===== config.mk =====
export PLATFORM = sky130hd
export DESIGN_NAME = fi_top
export DESIGN_NICKNAME = d
export VERILOG_FILES = /design/src/rtl/fi_pkg.sv /design/src/rtl/fi_ctrl.sv /design/src/rtl/fi_path.sv /design/src/rtl/fi_top.sv
export SDC_FILE = /design/constraint.sdc
export NUM_CORES = 1
export LEC_CHECK = 0
export BUFFER_PORTS_ARGS = -buffer_cell sky130_fd_sc_hd__clkbuf_2
export CAP_MARGIN = 5
export CORE_AREA = 2 2 313 315
export DETAILED_ROUTE_END_ITERATION = 8
export DIE_AREA = 0 0 315 317
export PLACE_DENSITY = 0.35
export SLEW_MARGIN = 20
export SYNTH_ARGS = -nofsm -noshare
export SYNTH_HDL_FRONTEND = slang
export SYNTH_HIERARCHICAL = 1
export SYNTH_SLANG_ARGS = --single-unit
export TNS_END_PERCENT = 5

===== constraint.sdc =====
create_clock -name clk -period 3.64 [get_ports clk]
set_clock_uncertainty 0.05 [all_clocks]
set_input_delay 0 -clock clk [delete_from_list [all_inputs] [get_ports clk]]
set_output_delay 0 -clock clk [all_outputs]
set_load 0.02 [all_outputs]

===== src/rtl/fi_pkg.sv =====
package fi_pkg;
  localparam int SEL_W = 7;
  localparam logic [7:0] CFG_KEY = 8'hA5;
  localparam logic [7:0] GRP_RD = 8'd1;
  localparam logic [7:0] GRP_WR = 8'd2;
  localparam int NUM_IF = 2;

  // strobes from control to one interface datapath
  typedef struct packed {
    logic             ctlOn;
    logic             dataOn;
    logic             dblBit;
    logic [SEL_W-1:0] bitSel;
  } injStrobe_t;
endpackage


===== src/rtl/fi_ctrl.sv =====
module fi_ctrl
  import fi_pkg::*;
#(
  parameter int ADDR_W = 32,
  parameter int REG_AW = 4
) (
  input  logic                          clk,
  input  logic                          rstN,
  input  logic [REG_AW-1:0]             regAddr,
  input  logic                          regWrEn,
  input  logic [31:0]                   regWdata,
  output logic [31:0]                   regRdata,
  input  logic [NUM_IF-1:0]             accValid,
  input  logic [NUM_IF-1:0][ADDR_W-1:0] accAddr,
  output injStrobe_t [NUM_IF-1:0]       strobe
);
  localparam logic [REG_AW-1:0] OFF_CFG  = REG_AW'(4'h0);
  localparam logic [REG_AW-1:0] OFF_GRP  = REG_AW'(4'h4);
  localparam logic [REG_AW-1:0] OFF_BIT  = REG_AW'(4'h8);
  localparam logic [REG_AW-1:0] OFF_ADDR = REG_AW'(4'hC);

  logic              cfgEn, cfgDbl;
  logic [7:0]        dataGrp, ctlGrp;
  logic [SEL_W-1:0]  bitSel;
  logic [ADDR_W-1:0] matchAddr;
  logic              keyOk;

  assign keyOk = (regWdata[15:8] == CFG_KEY);

  always_ff @(posedge clk or negedge rstN) begin
    if (!rstN) begin
      cfgEn     <= 1'b0;
      cfgDbl    <= 1'b0;
      dataGrp   <= '0;
      ctlGrp    <= '0;
      bitSel    <= '0;
      matchAddr <= '0;
    end else if (regWrEn) begin
      if (regAddr == OFF_CFG && keyOk) begin
        cfgEn  <= regWdata[0];
        cfgDbl <= regWdata[1];
      end
      if (regAddr == OFF_GRP) begin
        ctlGrp  <= regWdata[7:0];
        dataGrp <= regWdata[15:8];
      end
      if (regAddr == OFF_BIT)  bitSel    <= regWdata[SEL_W-1:0];
      if (regAddr == OFF_ADDR) matchAddr <= regWdata[ADDR_W-1:0];
    end
  end

  always_comb begin
    regRdata = '0;
    unique case (regAddr)
      OFF_CFG:  regRdata = {30'b0, cfgDbl, cfgEn};
      OFF_GRP:  regRdata = {16'b0, dataGrp, ctlGrp};
      OFF_BIT:  regRdata = 32'(bitSel);
      OFF_ADDR: regRdata = 32'(matchAddr);
      default:  regRdata = '0;
    endcase
  end

  // per-interface hit detection; interface 0 = read (code 1), 1 = write (code 2)
  for (genvar g = 0; g < NUM_IF; g++) begin : gIf
    localparam logic [7:0] MY_CODE = (g == 0) ? GRP_RD : GRP_WR;
    logic hit;
    assign hit = cfgEn && accValid[g] && (accAddr[g] == matchAddr);
    assign strobe[g].ctlOn  = hit && (ctlGrp == MY_CODE);
    assign strobe[g].dataOn = hit && (dataGrp == MY_CODE);
    assign strobe[g].dblBit = cfgDbl;
    assign strobe[g].bitSel = bitSel;
  end
endmodule


===== src/rtl/fi_path.sv =====
module fi_path
  import fi_pkg::*;
#(
  parameter int ADDR_W = 32,
  parameter int BE_W   = 16,
  parameter int SIZE_W = 6,
  parameter int DATA_W = 128
) (
  input  injStrobe_t        strobe,
  input  logic [ADDR_W-1:0] addrIn,
  output logic [ADDR_W-1:0] addrOut,
  input  logic [BE_W-1:0]   beIn,
  output logic [BE_W-1:0]   beOut,
  input  logic [SIZE_W-1:0] sizeIn,
  output logic [SIZE_W-1:0] sizeOut,
  input  logic [DATA_W-1:0] dataIn,
  output logic [DATA_W-1:0] dataOut,
  input  logic              ackIn,
  output logic              ackOut,
  input  logic              readyIn,
  output logic              readyOut
);
  localparam int ACK_CODE   = 0;
  localparam int ADDR_LO    = ACK_CODE + 1;
  localparam int BE_LO      = ADDR_LO + ADDR_W;
  localparam int SIZE_LO    = BE_LO + BE_W;
  localparam int READY_CODE = SIZE_LO + SIZE_W;

  logic [ADDR_W-1:0] addrMask;
  logic [BE_W-1:0]   beMask;
  logic [SIZE_W-1:0] sizeMask;
  logic [DATA_W-1:0] dataMask;

  for (genvar i = 0; i < ADDR_W; i++) begin : gAddr
    assign addrMask[i] = strobe.ctlOn && (strobe.bitSel == SEL_W'(ADDR_LO + i));
  end
  for (genvar i = 0; i < BE_W; i++) begin : gBe
    assign beMask[i] = strobe.ctlOn && (strobe.bitSel == SEL_W'(BE_LO + i));
  end
  for (genvar i = 0; i < SIZE_W; i++) begin : gSize
    assign sizeMask[i] = strobe.ctlOn && (strobe.bitSel == SEL_W'(SIZE_LO + i));
  end
  for (genvar i = 0; i < DATA_W; i++) begin : gData
    if (i == 0) begin : gLow
      assign dataMask[i] = strobe.dataOn && (strobe.bitSel == SEL_W'(0));
    end else begin : gUp
      // double mode also flips the bit just above the selected one
      assign dataMask[i] = strobe.dataOn &&
                           ((strobe.bitSel == SEL_W'(i)) ||
                            (strobe.dblBit && (strobe.bitSel == SEL_W'(i - 1))));
    end
  end

  assign addrOut  = addrIn ^ addrMask;
  assign beOut    = beIn ^ beMask;
  assign sizeOut  = sizeIn ^ sizeMask;
  assign dataOut  = dataIn ^ dataMask;
  assign ackOut   = ackIn ^ (strobe.ctlOn && (strobe.bitSel == SEL_W'(ACK_CODE)));
  assign readyOut = readyIn ^ (strobe.ctlOn && (strobe.bitSel == SEL_W'(READY_CODE)));
endmodule


===== src/rtl/fi_top.sv =====
module fi_top
  import fi_pkg::*;
#(
  parameter int ADDR_W = 32,
  parameter int BE_W   = 16,
  parameter int SIZE_W = 6,
  parameter int DATA_W = 128,
  parameter int REG_AW = 4
) (
  input  logic              clk,
  input  logic              rstN,
  input  logic [REG_AW-1:0] regAddr,
  input  logic              regWrEn,
  input  logic [31:0]       regWdata,
  output logic [31:0]       regRdata,
  input  logic              rdValidIn,
  input  logic [ADDR_W-1:0] rdAddrIn,
  output logic [ADDR_W-1:0] rdAddrOut,
  input  logic [BE_W-1:0]   rdByteEnIn,
  output logic [BE_W-1:0]   rdByteEnOut,
  input  logic [SIZE_W-1:0] rdSizeIn,
  output logic [SIZE_W-1:0] rdSizeOut,
  input  logic [DATA_W-1:0] rdDataIn,
  output logic [DATA_W-1:0] rdDataOut,
  input  logic              rdAckIn,
  output logic              rdAckOut,
  input  logic              rdReadyIn,
  output logic              rdReadyOut,
  input  logic              wrValidIn,
  input  logic [ADDR_W-1:0] wrAddrIn,
  output logic [ADDR_W-1:0] wrAddrOut,
  input  logic [BE_W-1:0]   wrByteEnIn,
  output logic [BE_W-1:0]   wrByteEnOut,
  input  logic [SIZE_W-1:0] wrSizeIn,
  output logic [SIZE_W-1:0] wrSizeOut,
  input  logic [DATA_W-1:0] wrDataIn,
  output logic [DATA_W-1:0] wrDataOut,
  input  logic              wrAckIn,
  output logic              wrAckOut,
  input  logic              wrReadyIn,
  output logic              wrReadyOut
);
  injStrobe_t [NUM_IF-1:0] strobe;

  fi_ctrl #(.ADDR_W(ADDR_W), .REG_AW(REG_AW)) uCtrl (
    .clk      (clk),
    .rstN     (rstN),
    .regAddr  (regAddr),
    .regWrEn  (regWrEn),
    .regWdata (regWdata),
    .regRdata (regRdata),
    .accValid ({wrValidIn, rdValidIn}),
    .accAddr  ({wrAddrIn, rdAddrIn}),
    .strobe   (strobe)
  );

  fi_path #(.ADDR_W(ADDR_W), .BE_W(BE_W), .SIZE_W(SIZE_W), .DATA_W(DATA_W)) uRdPath (
    .strobe (strobe[0]),
    .addrIn (rdAddrIn),   .addrOut (rdAddrOut),
    .beIn   (rdByteEnIn), .beOut   (rdByteEnOut),
    .sizeIn (rdSizeIn),   .sizeOut (rdSizeOut),
    .dataIn (rdDataIn),   .dataOut (rdDataOut),
    .ackIn  (rdAckIn),    .ackOut  (rdAckOut),
    .readyIn(rdReadyIn),  .readyOut(rdReadyOut)
  );

  fi_path #(.ADDR_W(ADDR_W), .BE_W(BE_W), .SIZE_W(SIZE_W), .DATA_W(DATA_W)) uWrPath (
    .strobe (strobe[1]),
    .addrIn (wrAddrIn),   .addrOut (wrAddrOut),
    .beIn   (wrByteEnIn), .beOut   (wrByteEnOut),
    .sizeIn (wrSizeIn),   .sizeOut (wrSizeOut),
    .dataIn (wrDataIn),   .dataOut (wrDataOut),
    .ackIn  (wrAckIn),    .ackOut  (wrAckOut),
    .readyIn(wrReadyIn),  .readyOut(wrReadyOut)
  );
endmodule


# [After elaboration in Yosys (flattened, before gate mapping)]
# Index checks and enable logic that the tools add are counted.
# Widths: inputs -> output; s select.
[classes] n_reduce_logical=637 bitwise=12 mux=1 n_eq_ne=137
[ops] cell="$logic_and 1x1->1" n=504
[ops] cell="$eq 7x7->1 const B" n=64
[ops] cell="$xor 128x128->128" n=2
[ops] cell="$eq 7x6->1 const B" n=32
[ops] cell="$pmux 32 s4" n=1
[ops] cell="$logic_or 1x1->1" n=127
[ops] cell="$eq 7x5->1 const B" n=16
[ops] cell="$eq 32x32->1" n=2
[ops] cell="$xor 32x32->32" n=2
[ops] cell="$eq 7x4->1 const B" n=8
[ops] cell="$xor 16x16->16" n=2
[ops] cell="$eq 7x3->1 const B" n=4
[ops] cell="$eq 8x1->1 const B" n=2
[ops] cell="$eq 8x2->1 const B" n=2
[ops] cell="$eq 7x2->1 const B" n=2
[ops] cell="$xor 6x6->6" n=2
[ops] cell="$eq 4x4->1 const B" n=2
[ops] cell="$eq 8x8->1 const B" n=1
[ops] cell="$reduce_and 2->1" n=4
[ops] cell="$eq 7x1->1 const B" n=1
[ops] cell="$logic_not 7->1" n=1
[ops] cell="$eq 4x3->1 const B" n=1
[ops] cell="$logic_not 4->1" n=1
[ops] cell="$xor 1x1->1" n=4
[word_totals] reg_bits=57 output_inout_bits=400 elab_cells=793

# [Logic depth before layout (Yosys ltp)]
# Gate-level depths: netlist (run 1).
[logic_depth] depth_word=5 depth_mapped=9

# [Modules after synthesis]
# The synthesis (run 1) kept the hierarchy.
[by_module_without_submodules] mod="fi_path" seq_area_each_um2=0.0 n_inst=2 cells_per_inst=462 area_per_inst_um2=2936.6
[by_module_without_submodules] mod="fi_ctrl" seq_area_each_um2=1426.4 n_inst=1 cells_per_inst=294 area_per_inst_um2=3432.0

# [Least setup slack after synthesis (run 1)]
# Ideal clock, no wire load.
[synth_path] path_type="reg-to-output" from="register uCtrl.matchAddr[9]" to="output wrDataOut[58]" path_stages_with_launch=10 slack_ns=0.554 required_ns=3.590 arrival_time_ns=3.036 path_cell_list="dfrtp_1 > xnor2_1 > nand4_1 > or4_1 > nor4_1 > nor2b_1 > nand3_1 > clkbuf_1 > nor2_1 > xor2_1"
[synth_lines] element="start: declaration" line_no="fi_ctrl.sv:25" rtl="logic [ADDR_W-1:0] matchAddr;"
[synth_lines] element="start signal: assignment" line_no="fi_ctrl.sv:48" rtl="if (regAddr == OFF_ADDR) matchAddr <= regWdata[ADDR_W-1:0];"
[synth_lines] element="end: declaration" line_no="fi_top.sv:37" rtl="output logic [DATA_W-1:0] wrDataOut,"

==> metrics, run 1 <==
outcome finished clean; min Tclk post-route 3.61 ns; via count between 10000 and 15000; final hold violations 0; multiplexer share of the synthesized area 0.0752; vias in the first global route 12100; Detailed Route WL approximately 86 mm; placed instance count approximately 3300; register bit total from synthesis 57; crit end category output port; routed len/inst 25.3 um; setup TNS 0 ns; syn nets roughly 1600; RSZ-0062 raised after global routing yes; utilization after layout 0.173; fin. max-slew vios 0; DRC Markers 0; Rel. slew slack 0.239; CP arrival between 3 and 4 ns; Synth Area in Adders 0; post-route ant nets 0; synth top area cells xor2_1 (28%), dfrtp_1 (15%), xnor2_1 (12%); PD cells approximately 280 nW/um^2; Fmax 277 MHz; EDFF count, synth 0; Pwr Total approximately 4600 uW; CP required between 3 and 4 ns; period utilization 0.991; fin nets approximately 2500; Routability Congestion just over 0.9; Synth cell types 51; GR Util All Layers 0.162; Die X ~320 um; CTS tree done; critical path class reg2out; Gate Count Post-Synth about 1200; Synth Area in Compound Gates 0.0437; IO buf count a little over 800; Via density around 3.7; # IOs 809; Min-Delay Path Class in2async; final instance count without filler cells ~3400; Post-Synth Simple-Gate Area 0.285; crit-path max FO 6; TritonCTS buffer count 9; Yosys top cell area share 0.276; worst-path cell chain xor2_1 -> nor4_1 -> buf_4 -> nand4_1 -> nor4_4 -> buf_4 -> buf_4 -> nand4_1 -> buf_12 -> nor3_1 -> xor2_1 -> clkbuf_2; Seq/Total Area, Yosys 0.153; Core Area a little under 100000 um^2; clock-pin slew on the worst setup and hold paths 0.06 ns; worst skew pair latency 0.34 ns; total grt overflow 0; Static Leak 0.00801 uW; Crit path top cell by count buf_4; Synth area leader xor2_1; largest family of logic cells by synthesized area XOR/XNOR gates; Initial Utilization 0.0966; crit path launch type flop; Area Overhead vs Synth 79.3%; # rows roughly 110; Post-DP HPWL approximately 76 mm; Max IR drop VDD 0.000208 V; Clock Sinks 57; largest net degree at the start of global routing 42; YS warnings 6; Worst path max stage delay roughly 0.45 ns; layout cells sized above 1 0.505; DRT Pass-1 Iters 5; hold slack roughly 0.15 ns; Die Y-Extent 317 um; synthesized area per cell between 7 and 8 um^2; measured slew at the worst slew-check pin 1.13 ns; Cell Area, Synth around 9300 um^2; Synth Flop Type dfrtp_1; Critical Path Slowest Stage Cell dfrtp_1; # fillers 11100; Longest Clk Path Bufs 2; H-Tree Depth 3; Detailed Route Iter0 Violations 970; initial antenna violation count 26; # setup viols final 0; ys async rst share 1.00; Max Cap Violations 0; first-pass GRT wire length 111 mm; XOR/XNOR Fraction of Synth Area 0.399; clock root buffer clkbuf_16; die footprint around 100000 um^2
through the flow:
step           instance area (um^2)  worst slack (ns)
3_3_place_gp                  15600            -0.122
4_1_cts                       16400           -0.0218
3_5_place_dp                  15600            -0.119
5_1_grt                       16700           -0.0578
2_1_floorplan                  9310             0.554
6_report                      16700            0.0344
per-layer routing:
layer  up-vias  share of wire  GRT usage
li1       5769              -          -
met1      6121           0.48      0.243
met2       519           0.42      0.232
met3        65          0.087     0.0509
met4        36         0.0056     0.0108
met5         -         0.0026          0
flip-flops by register name, summed over array words and instances, names as in the netlist:
name and cells:
uCtrl/cfgEn 1, uCtrl/dataGrp 8, uCtrl/cfgDbl 1, uCtrl/matchAddr 32, uCtrl/ctlGrp 8, uCtrl/bitSel 7
cell families (layout without fill, tap and decap cells):
kind of cell	Yosys count	in the layout
AOI/OAI and AO/OA	49	49
xor gates and xnor gates	424	424
buffers and inverters	79	985
DFF	57	57
muxes	59	59
other	0	7
and+or+nand+nor	550	550
critical path: cells and delay by family, from the launching register on:
family	cells	cell delay, ns
buf+inv	5	0.95
flops	1	0.45
xor+xnor	2	0.56
simple gates	5	1.24
cells in the mapped netlist, types with 12 or more instances:
cell type / instances
and2_1: 18
buf_2: 26
clkbuf_1: 27
dfrtp_1: 57
mux2_2: 47
nand2_1: 145
nand2b_1: 13
nand3_1: 25
nand4_1: 12
nor2_1: 199
nor2b_1: 12
nor3_1: 59
nor3b_1: 18
nor4_1: 12
xnor2_1: 131
xor2_1: 293
what timing repair did:
item,in CTS,in global routing
endpoints found under the setup margin,252,106
hold buffers,33,0
cloned,0,1
pin swaps,9,16
gates resized for setup,37,68
hold endpoints to repair,73,0
setup buffers,2,9
layout by cell type, fill, tap and decap left out, drive strengths merged, types with 3 or more instances in the layout:
master       instances
dfrtp               57
a22oi                5
nor2b               12
nand4               12
nand3               25
a21oi                6
clkbuf             797
nor3                61
nand3b               4
mux2                57
nor4b                4
dlygate4sd3         33
xor2               293
nor3b               20
and3                 5
nand2b              13
xnor2              131
nand2              148
nor4                16
a22o                11
or4                  4
o22ai                9
inv                 11
diode                7
and2                18
and3b                3
nor2               199
o21ai                4
buf                139
cell type report:
cell class | instances | area [um^2] | share of cell area
Multi-Input combinational cell | 1082 | 7770 | 0.466
Timing Repair Buffer | 959 | 5490 | 0.329
Tap cell | 1276 | 1600 | 0.0957
Sequential cell | 57 | 1440 | 0.0865
Clock buffer | 10 | 239 | 0.0143
Clock inverter | 6 | 88.8 | 0.00532
Inverter | 10 | 37.5 | 0.00225
Antenna cell | 7 | 17.5 | 0.00105
final timing paths:
kind	from	endpoint	slack (ns)	cells after the start
max in group asynchronous	rstN	uCtrl/matchAddr[26]	2.29	3
hold / removal	rstN	uCtrl/dataGrp[6]	0.15	2
min in group clk	wrDataIn[42]	wrDataOut[42]	0.23	3
setup reg to reg	uCtrl/bitSel[1]	uCtrl/bitSel[1]	2.26	2
hold reg to reg	uCtrl/matchAddr[5]	uCtrl/matchAddr[5]	0.50	1
setup / recovery	uCtrl/matchAddr[20]	rdDataOut[126]	0.03	12
where the power goes:
| part | switching, uW | leakage, uW | internal (uW) | total (uW) |
|---|---|---|---|---|
| clock | 345 | 0.000155 | 619 | 964 |
| sequential | 368 | 0.000687 | 780 | 1150 |
| combinational | 1570 | 0.00717 | 946 | 2520 |
| total | 2290 | 0.00801 | 2350 | 4630 |
(Power assumes the default switching activity.)
==> run 2, diff against run 1 <==
--- a/config.mk
+++ b/config.mk
@@ -7,10 +7,13 @@
 export LEC_CHECK = 0
 export BUFFER_PORTS_ARGS = -buffer_cell sky130_fd_sc_hd__clkbuf_2
 export CAP_MARGIN = 5
-export CORE_AREA = 2 2 313 315
+export CELL_PAD_IN_SITES_DETAIL_PLACEMENT = 2
+export CELL_PAD_IN_SITES_GLOBAL_PLACEMENT = 2
+export CORE_AREA = 2 2 319 321
 export DETAILED_ROUTE_END_ITERATION = 8
-export DIE_AREA = 0 0 315 317
-export PLACE_DENSITY = 0.35
+export DIE_AREA = 0 0 321 323
+export GPL_TIMING_DRIVEN = 0
+export PLACE_DENSITY = 0.53
 export SLEW_MARGIN = 20
 export SYNTH_ARGS = -nofsm -noshare
 export SYNTH_HDL_FRONTEND = slang
==> run 2 against run 1 <==
The flow now finishes with violations (negative setup slack). Clock-buffer cell count decreased by 1. Setup slack got worse by 0.069 ns. Final cell count increased by 0.44%. Flip-flop and latch count unchanged. Routed wire length increased by 0.45%. Die area increased by 3.8%. First-iteration DRC count decreased by 42%. Sequential power about the same. Total power decreased by 1.5%. Global-route usage decreased by 0.44 points.
==> metrics, run 2 (synthesized netlist as in run 1, its figures left out) <==
Min-Delay Path Class in2async; utilization after layout 0.167 (-0.00660); biggest regs uCtrl/matchAddr (32), uCtrl/ctlGrp (8), uCtrl/dataGrp (8); crit path launch type flop; family with the most delay on the worst path simple AND/OR/NAND/NOR gates; # IOs 809 (unchanged); fin. max-slew vios 0 (unchanged); largest reg by FF count uCtrl/matchAddr; crit end category output port; Die Y-Extent 323 um (+1.9%); H-Tree Depth 3 (unchanged); most frequent cells in the layout clkbuf_2 (788), xor2_1 (281), nor2_1 (181); post-placement cell area 15000 um^2 (-3.3%); PD cells 272 nW/um^2 (-2.1%); worst skew pair latency 0.37 ns (+0.03 ns); violated checks negative setup slack; crit path from uCtrl/matchAddr[16]; Routability Congestion 0.821 (-11%); Max IR drop VDD 0.000210 V (+1.2%); period utilization 1.01 (+0.0190); FF-to-FF path depth 1 (-1); Longest Clk Path Bufs 2 (unchanged); Initial Utilization 0.0924 (-0.00426); Detailed Route WL 86.5 mm (+0.45%); number of cells on the critical path 11 (-1); Die X 321 um (+1.9%); IO buf count 808 (unchanged); WP buf/inv 3 (-2); layout cells sized above 1 0.518 (+0.0136); CTS tree done; TritonCTS buffer count 9 (unchanged); Rel. slew slack 0.294 (+0.0545); crit-path max FO 11 (+5); post-route ant nets 0 (unchanged); Clock Sinks 57 (unchanged); GR Util All Layers 0.157 (-0.00443); first-pass GRT wire length 112 mm (+0.99%); Design Area, Final 16800 um^2 (+0.62%); Static Leak 0.00792 uW (-1.1%); Fmax 272 MHz (-1.9%); Critical Path Sink wrAddrOut[24]; CP arrival 3.62 ns (+0.06 ns); min Tclk post-route 3.67 ns (+0.0690 ns); critical path class reg2out; die footprint 104000 um^2 (+3.8%); FF-to-FF End uCtrl/bitSel[2]; # fillers 12000 (+7.7%); clock root buffer clkbuf_16; Core Area 101000 um^2 (+4.6%); Critical Path Slowest Stage Cell or4_4; # setup viols final 2 (+2); # rows 117 (+2.6%); worst-path cell chain xnor2_4 -> o2111ai_1 -> or4_4 -> nor4_4 -> nand2b_4 -> nor3b_4 -> buf_12 -> buf_4 -> nand2_1 -> xnor2_1 -> clkbuf_2; Worst path max stage delay 0.54 ns (+0.09 ns); Via density 3.60 (-1.9%); DRC Markers 0 (unchanged); Pwr Total 4560 uW (-1.5%); outcome finished, violations left; fin nets 2511 (-0.67%); setup TNS -0.0465 ns (-0.0465 ns); DRT Pass-1 Iters 5 (unchanged); RSZ-0062 raised after global routing yes; total grt overflow 0 (unchanged); RR Startpoint uCtrl/bitSel[2]; initial antenna violation count 7 (-73%); vias in the first global route 12700 (+5.5%); CP required 3.59 ns (about the same); final worst slack -0.0346 ns (-0.0690 ns); clock-pin slew on the worst setup and hold paths 0.07 ns (about the same); final hold violations 0 (unchanged); R2R Setup Slk 2.43 ns (+0.17 ns); measured slew at the worst slew-check pin 1.05 ns (-0.0794 ns); Post-DP HPWL 76.3 mm (+0.13%); Area Overhead vs Synth 80.4%; commonest non-fill, non-tap cell in the layout clkbuf_2; largest net degree at the start of global routing 42 (unchanged); Max Cap Violations 0 (unchanged); via count 12300 (-1.5%); routed len/inst 25.3 um (about the same); max reg flops 32 (unchanged); Detailed Route Iter0 Violations 567 (-42%)
==> run 2: worst min-delay path by stage <==
stage | endpoint | slack (ns) | depth (start not counted)
2_1_floorplan | uCtrl/bitSel[0] | -0.35 | 0
3_3_place_gp | uCtrl/matchAddr[30] | 0.18 | 2
3_5_place_dp | uCtrl/matchAddr[7] | -0.11 | 1
4_1_cts | uCtrl/matchAddr[16] | 0.02 | 2
5_1_grt | uCtrl/matchAddr[16] | 0.03 | 2
6_report | uCtrl/matchAddr[16] | 0.03 | 2
==> run 2: metrics by stage <==
step                setup WS [ns]  hold WS [ns]  std cells
floorplan                   0.554        -0.346       1218
global placement            -1.69         0.184       3335
detailed placement          -1.42        -0.113       3336
CTS                        -0.121        0.0209       3407
global route               -0.134        0.0260       3419
finish                    -0.0346        0.0260       3422
==> run 2: metal layers <==
metal / up-vias / share of wire / track usage
met5: - / 0.00039 / 0
met4: 6 / 0.0026 / 0.0109
met3: 18 / 0.043 / 0.0266
met2: 368 / 0.45 / 0.242
met1: 6182 / 0.51 / 0.237
li1: 5754 / - / -
==> run 2: cell type report <==
type	instances	area, um^2	share of cell area
multi-input cells	1082	8080	0.481
diodes	6	15.0	0.000894
flip-flops and latches	57	1450	0.0863
clock inverters	7	60.1	0.00358
plain buffers	68	502	0.0299
repair buffers	874	4780	0.285
well taps	1309	1640	0.0976
inverters	10	37.5	0.00224
clock buffers	9	225	0.0134
==> run 2: what timing repair did <==
item	in CTS	in global routing
hold endpoints to repair	114	0
resized for setup	117	127
setup endpoints to repair	368	243
hold buffers	33	0
setup buffers	23	8
gates cloned	0	1
pin swaps	18	33
==> run 2: where the power goes <==
| part | leakage [uW] | internal (uW) | total, uW | switching (uW) |
|---|---|---|---|---|
| Clock | 0.000137 | 473 | 881 | 407 |
| Sequential | 0.000681 | 782 | 1180 | 397 |
| Combinational | 0.00710 | 921 | 2500 | 1580 |
| Total | 0.00792 | 2180 | 4560 | 2390 |
==> run 3, diff against run 2 <==
--- a/config.mk
+++ b/config.mk
@@ -14,6 +14,7 @@
 export DIE_AREA = 0 0 321 323
 export GPL_TIMING_DRIVEN = 0
 export PLACE_DENSITY = 0.53
+export SETUP_SLACK_MARGIN = 0.05
 export SLEW_MARGIN = 20
 export SYNTH_ARGS = -nofsm -noshare
 export SYNTH_HDL_FRONTEND = slang
==> run 3 against run 2 <==
The flow now finishes without violations. First-iteration DRC count up 17%. Global-route usage is essentially flat. Combinational power hardly changed. Final cell count up 0.20%. Critical path type unchanged. Critical endpoint is now wrAddrOut[18].
==> metrics, run 3 (synthesized netlist as in run 1, its figures left out) <==
outcome finished clean; Min-Delay Path Class in2async; biggest regs uCtrl/matchAddr (32), uCtrl/ctlGrp (8), uCtrl/dataGrp (8); max reg flops 32 (unchanged); PD cells 269 nW/um^2 (-0.89%); clock-pin slew on the worst setup and hold paths 0.07 ns (about the same); total grt overflow 0 (unchanged); CP arrival 3.59 ns (-0.03 ns); layout cells sized above 1 0.523 (+0.00443); fin nets 2518 (+0.28%); TritonCTS buffer count 9 (unchanged); crit-path max FO 10 (-1); DRT Pass-1 Iters 4 (-1); largest net degree at the start of global routing 42 (unchanged); period utilization 0.999 (-0.0102); CP required 3.59 ns (about the same); final worst slack 0.00250 ns (+0.0371 ns); largest reg by FF count uCtrl/matchAddr; crit end category output port; R2R Setup Slk 2.46 ns (+0.03 ns); worst skew pair latency 0.37 ns (about the same); clock root buffer clkbuf_16; Clock Sinks 57 (unchanged); Pwr Total 4590 uW (+0.50%); Routability Congestion 0.821 (unchanged); Max IR drop VDD 0.000212 V (+0.87%); RSZ-0062 raised after global routing yes; measured slew at the worst slew-check pin 1.09 ns (+0.0373 ns); Initial Utilization 0.0924 (unchanged); post-route ant nets 0 (unchanged); final hold violations 0 (unchanged); # setup viols final 0 (-2); Static Leak 0.00805 uW (+1.6%); initial antenna violation count 7 (unchanged); DRC Markers 0 (unchanged); crit path launch type flop; commonest non-fill, non-tap cell in the layout clkbuf_2; Longest Clk Path Bufs 2 (unchanged); RR Startpoint uCtrl/bitSel[0]; # rows 117 (unchanged); CTS tree done; vias in the first global route 12800 (+0.20%); Detailed Route WL 86.6 mm (+0.13%); most frequent cells in the layout clkbuf_2 (737), xor2_1 (287), nor2_1 (189); Core Area 101000 um^2 (unchanged); min Tclk post-route 3.64 ns (-0.0371 ns); Via density 3.61 (about the same); die footprint 104000 um^2 (unchanged); GR Util All Layers 0.158 (+0.000296); # fillers 12000 (-0.18%); pre-CTS setup slack -1.42 ns (unchanged); Detailed Route Iter0 Violations 662 (+17%); Rel. slew slack 0.274 (-0.0195); Fmax 275 MHz (+1.0%); via count 12400 (+0.30%); IO buf count 808 (unchanged); FF-to-FF path depth 1 (unchanged); first-pass GRT wire length 112 mm (+0.18%); Area Overhead vs Synth 82.9%; Max Cap Violations 0 (unchanged); Post-DP HPWL 76.3 mm (unchanged); Die X 321 um (unchanged); routed len/inst 25.2 um (about the same); fin. max-slew vios 0 (unchanged); H-Tree Depth 3 (unchanged); Die Y-Extent 323 um (unchanged); FF-to-FF End uCtrl/bitSel[0]; critical path class reg2out; # IOs 809 (unchanged)
[run 3: cell count changes in the layout (fill, tap and decap cells not counted), sizes merged]
cell / delta
buf: +44
clkbuf: -37
[run 3: cell type report]
type | instances | area [um^2] | area share
Inverter | 10 | 37.5 | 0.00220
Clock inverter | 7 | 60.1 | 0.00353
Clock buffer | 9 | 225 | 0.0132
Buffer | 69 | 544 | 0.0320
Multi-Input combinational cell | 1082 | 8120 | 0.477
Timing Repair Buffer | 880 | 4930 | 0.290
Sequential cell | 57 | 1450 | 0.0853
Antenna cell | 6 | 15.0 | 0.000882
Tap cell | 1309 | 1640 | 0.0962
[run 3: worst max-delay path: stages, from the launching register on]
cell and delay [ns]:
dfrtp_2 0.51, xnor2_4 0.31, o2111ai_2 0.17, or4_4 0.54
nor4_4 0.38, nand2b_4 0.14, nor3b_4 0.24, buf_12 0.15
buf_4 0.17, nand2_1 0.12, xnor2_2 0.27, clkbuf_8 0.20
[run 3: worst max-delay path by stage]
stage,start,endpoint,slack [ns]
final,uCtrl/matchAddr[16],wrAddrOut[18],0.003
after global routing,uCtrl/matchAddr[9],rdDataOut[53],-0.10
after CTS,uCtrl/matchAddr[9],rdDataOut[53],-0.08
after detailed placement,uCtrl/matchAddr[26],rdDataOut[53],-1.42
after global placement,uCtrl/matchAddr[26],wrDataOut[83],-1.69
after floorplan,uCtrl/matchAddr[9],wrDataOut[58],0.55
[run 3: layer usage]
metal | share of wire | global-route usage | vias to the layer above
li1 | - | - | 5770
met1 | 0.50 | 0.237 | 6222
met2 | 0.45 | 0.242 | 345
met3 | 0.045 | 0.0268 | 22
met4 | 0.0030 | 0.0111 | 6
met5 | 0.00039 | 0 | -
[run 3: where the power goes]
group | switching (uW) | total (uW) | internal, uW
Combinational | 1600 | 2530 | 931
Clock | 406 | 879 | 473
Sequential | 396 | 1180 | 783
[run 3: through the flow]
stage	util	cells	setup TNS, ns	cell area, um^2	hold slack (ns)
2_1_floorplan	-	1218	0	9310	-0.346
3_3_place_gp	0.149	3335	-390.23	15000	0.184
3_5_place_dp	0.149	3336	-278.55	15000	-0.113
4_1_cts	0.164	3414	-0.164	16500	0.0208
5_1_grt	0.169	3426	-0.757	17000	0.0248
6_report	0.169	3429	0	17000	0.0259
[run 3: what timing repair did]
item                                   4_1_cts  5_1_grt
hold buffers                                33        0
resized for setup                          153      186
endpoints found under the hold margin      114        0
gates cloned                                 0        1
pin swaps                                   24       41
setup endpoints to repair                  368      285
setup buffers                               29        8
